<file path="config.mk">
export PLATFORM = sky130hd
export DESIGN_NAME = irq_chain_ctrl
export DESIGN_NICKNAME = d
export VERILOG_FILES = /design/src/rtl/irq_chain_pkg.sv /design/src/rtl/irq_reti_det.sv /design/src/rtl/irq_node.sv /design/src/rtl/irq_ack_ctl.sv /design/src/rtl/irq_chain_ctrl.sv
export SDC_FILE = /design/constraint.sdc
export NUM_CORES = 1
export LEC_CHECK = 0
export BUFFER_PORTS_ARGS = -buffer_cell sky130_fd_sc_hd__buf_2
export CAP_MARGIN = 20
export CORE_MARGIN = 1
export CORE_UTILIZATION = 45
export CTS_BUF_LIST = sky130_fd_sc_hd__clkbuf_8
export DETAILED_ROUTE_END_ITERATION = 16
export GPL_TIMING_DRIVEN = 0
export HOLD_SLACK_MARGIN = 0.12
export PLACE_DENSITY = 0.81
export SYNTH_ARGS = -nofsm -noshare
export SYNTH_HDL_FRONTEND = slang
export SYNTH_SLANG_ARGS = --single-unit
</file>
<file path="constraint.sdc">
create_clock -name clk_i -period 1.9 [get_ports clk_i]
set_input_delay 0.19 -clock clk_i [delete_from_list [all_inputs] [get_ports clk_i]]
set_output_delay 0.19 -clock clk_i [all_outputs]
set_load 0.1 [all_outputs]
</file>
<file path="src/rtl/irq_chain_pkg.sv">
package irq_chain_pkg;
  localparam int unsigned VEC_W     = 8;
  localparam int unsigned OPC_W     = 8;
  localparam logic [7:0]  OP_PREFIX = 8'hED;
  localparam logic [7:0]  OP_RET    = 8'h4D;
endpackage

</file>
<file path="src/rtl/irq_reti_det.sv">
module irq_reti_det #(
  parameter int unsigned      OPC_W  = irq_chain_pkg::OPC_W,
  parameter logic [OPC_W-1:0] PREFIX = irq_chain_pkg::OP_PREFIX,
  parameter logic [OPC_W-1:0] RET_OP = irq_chain_pkg::OP_RET
) (
  input  logic             clk_i,
  input  logic             rst_ni,
  input  logic             m1_i,
  input  logic             iorq_i,
  input  logic [OPC_W-1:0] data_i,
  output logic             reti_o
);
  logic m1_q, saw_pfx_q, fetch;

  assign fetch  = m1_i & ~iorq_i & ~m1_q;
  assign reti_o = fetch & saw_pfx_q & (data_i == RET_OP);

  always_ff @(posedge clk_i or negedge rst_ni) begin
    if (!rst_ni) begin
      m1_q      <= 1'b0;
      saw_pfx_q <= 1'b0;
    end else begin
      m1_q <= m1_i;
      if (fetch) saw_pfx_q <= (data_i == PREFIX);
    end
  end


  reti_single_pulse_chk: assert property (@(posedge clk_i) disable iff (!rst_ni)
    reti_o |=> !reti_o);
endmodule

</file>
<file path="src/rtl/irq_node.sv">
module irq_node (
  input  logic clk_i,
  input  logic rst_ni,
  input  logic iei_i,
  output logic ieo_o,
  input  logic req_i,
  input  logic m1_i,
  input  logic ack_start_i,
  input  logic reti_i,
  output logic grant_o,
  output logic int_no
);
  logic pend_q, svc_q;

  assign ieo_o   = iei_i & ~pend_q & ~svc_q;
  assign grant_o = iei_i & pend_q;
  assign int_no  = ~(iei_i & pend_q);

  always_ff @(posedge clk_i or negedge rst_ni) begin
    if (!rst_ni) begin
      pend_q <= 1'b0;
      svc_q  <= 1'b0;
    end else if (ack_start_i && grant_o) begin
      pend_q <= 1'b0;
      svc_q  <= 1'b1;
    end else if (reti_i && svc_q && iei_i) begin
      svc_q  <= 1'b0;
    end else if (!m1_i && req_i && !svc_q) begin
      pend_q <= 1'b1;
    end
  end


  pend_svc_excl_chk: assert property (@(posedge clk_i) disable iff (!rst_ni)
    !(pend_q && svc_q));

  ack_to_svc_chk: assert property (@(posedge clk_i) disable iff (!rst_ni)
    (ack_start_i && grant_o) |=> (svc_q && !pend_q));

  suspended_hold_chk: assert property (@(posedge clk_i) disable iff (!rst_ni)
    (reti_i && svc_q && !iei_i) |=> svc_q);

  frozen_req_chk: assert property (@(posedge clk_i) disable iff (!rst_ni)
    (m1_i && !pend_q) |=> !pend_q);
endmodule

</file>
<file path="src/rtl/irq_ack_ctl.sv">
module irq_ack_ctl #(
  parameter int unsigned N_NODES = 4,
  parameter int unsigned VEC_W   = irq_chain_pkg::VEC_W
) (
  input  logic                     clk_i,
  input  logic                     rst_ni,
  input  logic                     m1_i,
  input  logic                     iorq_i,
  input  logic [N_NODES-1:0]       grant_i,
  input  logic [N_NODES*VEC_W-1:0] vec_i,
  output logic                     ack_start_o,
  output logic [VEC_W-1:0]         vec_o,
  output logic                     vec_oe_o
);
  logic ack, ack_q, oe_q;
  logic [VEC_W-1:0] vec_q, vec_sel;

  assign ack         = m1_i & iorq_i;
  assign ack_start_o = ack & ~ack_q;

  always_comb begin
    vec_sel = '0;
    for (int k = 0; k < int'(N_NODES); k++)
      if (grant_i[k]) vec_sel = vec_sel | vec_i[k*VEC_W +: VEC_W];
  end

  always_ff @(posedge clk_i or negedge rst_ni) begin
    if (!rst_ni) begin
      ack_q <= 1'b0;
      oe_q  <= 1'b0;
      vec_q <= '0;
    end else begin
      ack_q <= ack;
      if (ack_start_o) begin
        oe_q  <= |grant_i;
        vec_q <= vec_sel;
      end else if (!ack) begin
        oe_q <= 1'b0;
      end
    end
  end

  assign vec_o    = vec_q;
  assign vec_oe_o = oe_q & ack;


  single_grant_chk: assert property (@(posedge clk_i) disable iff (!rst_ni)
    $onehot0(grant_i));

  vec_drive_chk: assert property (@(posedge clk_i) disable iff (!rst_ni)
    (ack_start_o && (|grant_i)) |=> (vec_oe_o || !(m1_i && iorq_i)));
endmodule

</file>
<file path="src/rtl/irq_chain_ctrl.sv">
module irq_chain_ctrl #(
  parameter int unsigned N_NODES = 4,
  parameter int unsigned VEC_W   = irq_chain_pkg::VEC_W,
  parameter int unsigned OPC_W   = irq_chain_pkg::OPC_W
) (
  input  logic                     clk_i,
  input  logic                     rst_ni,
  input  logic                     m1_i,
  input  logic                     iorq_i,
  input  logic [OPC_W-1:0]         data_i,
  input  logic                     iei_i,
  input  logic [N_NODES-1:0]       req_i,
  input  logic [N_NODES*VEC_W-1:0] vec_i,
  output logic [N_NODES-1:0]       ieo_o,
  output logic                     int_no,
  output logic [VEC_W-1:0]         vec_o,
  output logic                     vec_oe_o
);
  logic [N_NODES:0]   en_chain;
  logic [N_NODES-1:0] grant, node_int_n;
  logic               ack_start, reti;

  assign en_chain[0] = iei_i;

  irq_reti_det #(.OPC_W(OPC_W)) u_reti (
    .clk_i, .rst_ni, .m1_i, .iorq_i, .data_i, .reti_o(reti)
  );

  for (genvar g = 0; g < N_NODES; g++) begin : g_node
    irq_node u_node (
      .clk_i, .rst_ni,
      .iei_i      (en_chain[g]),
      .ieo_o      (en_chain[g+1]),
      .req_i      (req_i[g]),
      .m1_i,
      .ack_start_i(ack_start),
      .reti_i     (reti),
      .grant_o    (grant[g]),
      .int_no     (node_int_n[g])
    );
  end

  irq_ack_ctl #(.N_NODES(N_NODES), .VEC_W(VEC_W)) u_ack (
    .clk_i, .rst_ni, .m1_i, .iorq_i,
    .grant_i    (grant),
    .vec_i,
    .ack_start_o(ack_start),
    .vec_o,
    .vec_oe_o
  );

  assign ieo_o  = en_chain[N_NODES:1];
  assign int_no = &node_int_n;


  chain_block_chk: assert property (@(posedge clk_i) disable iff (!rst_ni)
    !iei_i |-> (ieo_o == '0));
endmodule

</file>
## Word-level counts from Yosys, hierarchy flattened

Cells that the tools add are included.

- Flip-flop bits (word level): 20
- Word-level logic and storage cells: 122
- Input bits: 49
- Output and inout port bits: 14

- Bitwise logic cells: 37
- Reductions and logical operators: 39
- Equality and inequality tests: 7
- Muxes and demuxes: 26

Operator list:

| cell | count |
|---|---|
| $mux W8 | 4 |
| $or A8 B8 Y8 | 3 |
| $mux W1 | 22 |
| $logic_and A1 B1 Y1 | 20 |
| $and A1 B1 Y1 | 19 |
| $reduce_bool A2 Y1 | 8 |
| $not A1 Y1 | 15 |
| $eq A8 B7 Y1 const B | 1 |
| $eq A8 B8 Y1 const B | 1 |
| $ne A2 B1 Y1 const B | 4 |
| $reduce_and A2 Y1 | 4 |
| $logic_not A1 Y1 | 5 |
| $reduce_and A4 Y1 | 1 |
| $reduce_or A4 Y1 | 1 |
| $ne A2 B2 Y1 const B | 1 |

## Logic depth before layout (Yosys ltp)

- Depth after elaboration: 11
- Mapped depth: 5
- Mapped depth without buffers: 5

## Hierarchy

Synthesis repeated with hierarchy kept, for this count alone.

- Cell total of the unflattened synthesis: 107
- Area total of the unflattened synthesis: 1,166.1 µm²

By module, submodules not included:

| module | instances | cells an instance | sequential area each (µm²) | area an instance (µm²) |
|---|---|---|---|---|
| irq_ack_ctl | 1 | 55 | 250.2 | 614.3 |
| irq_node | 4 | 10 | 50.0 | 108.9 |
| irq_reti_det | 1 | 11 | 50.0 | 107.6 |
| irq_chain_ctrl | 1 | 1 | 0.0 | 8.8 |

## Worst setup path after synthesis

Ideal clock, no wire load.

- Path type: register to register
- Start: reg g_node[0].u_node.pend_q
- End: reg u_ack.oe_q
- Stages on the path, launching flop included: 6
- Data arrival time: 1.826 ns
- Path buffers: 1
- Data required time: 1.739 ns
- Path slack: -0.087 ns
- Clock period less this slack: 1.987 ns
- Library setup time: 0.161 ns
- Path through: dfrtp_1 > and2_1 > clkbuf_1 > a31oi_1 > o41a_1 > o2bb2ai_1

- Cells in the longest elaborated chain, start to end: 10
- Elaborated cells between the ends (all ways): 13
- Those cells by class: 1 x mux; 11 x bitwise; 1 x reduce/logical

RTL lines:

| item | line | RTL |
|---|---|---|
| start: declaration | irq_node.sv:13 | `logic pend_q, svc_q;` |
| start signal: assignment | irq_node.sv:21 | `pend_q <= 1'b0;` |
| start signal: assignment | irq_node.sv:24 | `pend_q <= 1'b0;` |
| start signal: assignment | irq_node.sv:29 | `pend_q <= 1'b1;` |
| $not A1 Y1 | irq_node.sv:15 | `assign ieo_o = iei_i & ~pend_q & ~svc_q;` |
| $and A1 B1 Y1 (6 in series) | irq_node.sv:15 |  |
| $and A1 B1 Y1 | irq_node.sv:16 | `assign grant_o = iei_i & pend_q;` |
| $reduce_or A4 Y1 * | irq_ack_ctl.sv:35 | `oe_q <= \|grant_i;` |
| $mux W1 * | irq_ack_ctl.sv:34 | `if (ack_start_o) begin` |
| end signal: assignment | irq_ack_ctl.sv:35 |  |
| end: declaration | irq_ack_ctl.sv:15 | `logic ack, ack_q, oe_q;` |

Mark *: on every way between the ends. The rest lies on a longest branch, timed or not.
A chain may end at the register's enable or synchronous reset.

## Worst setup path in the final report

- Start: reg g_node[0].u_node.pend_q
- End: out int_no

- Cells in the longest elaborated chain, start to end: 10
- Elaborated cells between the ends (all ways): 16
- Those cells by class: 15 x bitwise; 1 x reduce/logical

RTL lines:

| item | line | RTL |
|---|---|---|
| $not A1 Y1 | irq_node.sv:15 |  |
| $and A1 B1 Y1 (6 in series) | irq_node.sv:15 |  |
| $and A1 B1 Y1 | irq_node.sv:17 | `assign int_no = ~(iei_i & pend_q);` |
| $not A1 Y1 | irq_node.sv:17 |  |
| $reduce_and A4 Y1 * | irq_chain_ctrl.sv:53 | `assign int_no = &node_int_n;` |
| end: declaration | irq_chain_ctrl.sv:15 | `output logic int_no,` |

Marks and branches as above.

==> reports/metrics.yaml <==
cts_tree: "yes"
stdcell_count: 213
io_pins: 63
pwr-share-seq: 0.349
fp.dieH_um: 51.69
syn_avg_cell_area_um2: 9.578
fin_ws_ns: 0.01024
dp_hpwl_um: 2494
finClkSkew_ns: 0.006112
wl_per_cell_um: 15.66
mostFrequentLayoutCells: "buf_2, dfrtp_1, o21ai_0"
area_growth_pct: 43.92
dr_total_vias: 1205
p_clk_frac: 0.195
hold_violations: 0
fin_crit_ns: 1.890
path_max_fanout: 11
clock.fmax_mhz: 529.2
yosysUniqueCellTypes: 33
holdPathStages: 1
finalCritPeriodShare: 0.9946
irDropWorstVdd_mv: 0.6958
drt_wl_total_um: 3335
relSlewSlack: 0.6704
routabilityCongestion: 0.8300
drc: 0
start_kind: "flop"
clk_latency_ns: 0.26
placedCellCount: 206
viasPerCell: 5.657
initial_core_util: 0.4882
rows: 17
pre_cts_slack_ns: -0.07941
fp.dieArea_mm2: 0.002672
port_buffers: 62
crit_path_end_kind: "primary output"
slew_violations: 0
netSwitchingPower_mw: 0.7762
grt_use_total: 0.2710
p_leak_nw: 0.8130
numCtsBuffers: 3
clk_pin_slew_ns: 0.07
final_common_cell: "buf_2"
yosys_register_bits: 20
grt_pass1_wl_um: 5292
combPwrFrac: 0.456
final_util: 0.7026
postRouteAntennaNets: 0
htree_levels: 1
setup_viol: 0
syn-num-nets: 165
crit_type: "flop to primary output"
yosysWarnings: 0
rsz0062_at_grt: "yes"
reg2reg_depth: 6
die_w_um: 51.69
p_per_area_mw_per_mm2: 1056
cts_max_path_buffers: 2
drtPass1Iterations: 4
grt_antenna_before_repair: 0
grt_max_degree: 21
reg2reg_setup_slack_ns: 0.15
synth_seq_area_share: 0.4505
syn_inst: 116
p_int_mw: 0.9122
cts_root_buf: "clkbuf_8"
syn_area_mm2: 0.001111
hold_class: "primary input to flop"
clkSinkCount: 20
crit_arrival_ns: 1.70
nNetsFinal: 235
worst_slew_pin_slew_ns: 0.4979
holdWs_ns: 0.1390
drtIter0Drc: 30
swShare: 0.4597
fillCellCount: 189
design.core.area_mm2: 0.002276
maxCapViolCount: 0
first_global_vias: 1240
diodes: 0
status: "finished, final reports clean"
critPathRequiredTime_ns: 1.71
drive_gt1_frac: 0.5081
overflow: 0
sequential cells by signal, summed over array words and instances (netlist names):
name                  cells
g_node.u_node.svc_q       4
g_node.u_node.pend_q      4
u_reti.m1_q               1
u_reti.saw_pfx_q          1
u_ack.ack_q               1
u_ack.oe_q                1
u_ack.vec_o               8
stage by stage:
| stage | setup TNS [ns] | cell area [µm²] | power [mW] |
|---|---|---|---|
| floorplan | 0 | 1112 | 1.142 |
| CTS | -0.02543 | 1588 | 1.665 |
| detailed placement | -0.07941 | 1458 | 1.314 |
| global placement | -0.01931 | 1458 | 1.287 |
| global route | -0.008217 | 1599 | 1.751 |
| finish | 0 | 1599 | 1.688 |
power groups by stage:
stage	clock [mW]	sequential [mW]	combinational, mW
3_3_place_gp	0	0.592	0.695
6_report	0.329	0.589	0.770
2_1_floorplan	0	0.858	0.284
3_5_place_dp	0	0.599	0.714
5_1_grt	0.344	0.597	0.810
4_1_cts	0.328	0.590	0.748
path summary, 6_finish.rpt:
check                                              from                       to
worst min-delay path                               m1_i              u_reti.m1_q
worst max-delay path            g_node[0].u_node.pend_q                   int_no
min in group asynchronous                        rst_ni           u_ack.vec_o[2]
worst min register to register         u_reti.saw_pfx_q         u_reti.saw_pfx_q
max in group asynchronous                        rst_ni  g_node[3].u_node.pend_q
worst max register to register   g_node[0].u_node.svc_q           u_ack.vec_o[6]
repair_timing:
action,in CTS,in global routing
buffers inserted,2,1
hold endpoints to repair,20,0
cloned,0,0
pin swaps,2,2
endpoints found under the setup margin,5,11
resized for setup,14,5
hold buffers,1,0
logic make-up (layout without fill, tap and decap cells):
group	count (synthesis)	in the layout	share of synthesized area
AO/OA/AOI/OAI	38	38	0.2478
buffers and inverters	18	87	0.08220
flip-flops	20	20	0.4505
multiplexers	1	1	0.009009
AND/OR/NAND/NOR	39	39	0.2106
per-layer routing:
metal,up-vias,share of wire,track usage
met5,-,0,0
met3,10,0.035,0.04094
met4,0,0.021,0.1171
li1,563,-,-
met2,41,0.56,0.5043
met1,591,0.39,0.3017
synth_stat cells (all sizes together):
cell type   n  area share
nor2b       2       0.011
nand2      12       0.043
nand2b      2       0.011
o41a        1       0.010
a221o       8       0.081
nand4       2       0.011
and3        2       0.011
a21oi       4       0.018
and4b       1      0.0090
nor3b       2       0.014
a31oi       1      0.0056
clkbuf      3       0.010
a22oi       8       0.054
nand3       2      0.0090
nor3        2       0.019
nand3b      2       0.014
o2bb2ai     1      0.0079
buf         6       0.042
o21ai      14       0.063
nor4        1       0.011
or3b        1       0.010
mux2i       1      0.0090
and2        2       0.011
nor4bb      1      0.0090
dfrtp      20        0.45
o41ai       1      0.0079
nor2        5       0.017
inv         9       0.030
layout make-up:
type	instances	area [µm²]	share of cell area
Tap cell	28	35.03	0.02191
Sequential cell	20	500.5	0.3130
Timing Repair Buffer	66	376.6	0.2355
Buffer	8	56.30	0.03521
Multi-Input combinational cell	78	539.3	0.3372
Inverter	9	36.28	0.02269
Clock buffer	4	55.05	0.03443
critical path: stages (launching register included):
cell	delay, ns
dfrtp_1	0.40
buf_4	0.14
and2_2	0.26
a31oi_1	0.22
o41a_2	0.20
buf_6	0.22
Power figures use the tool's default switching activity.
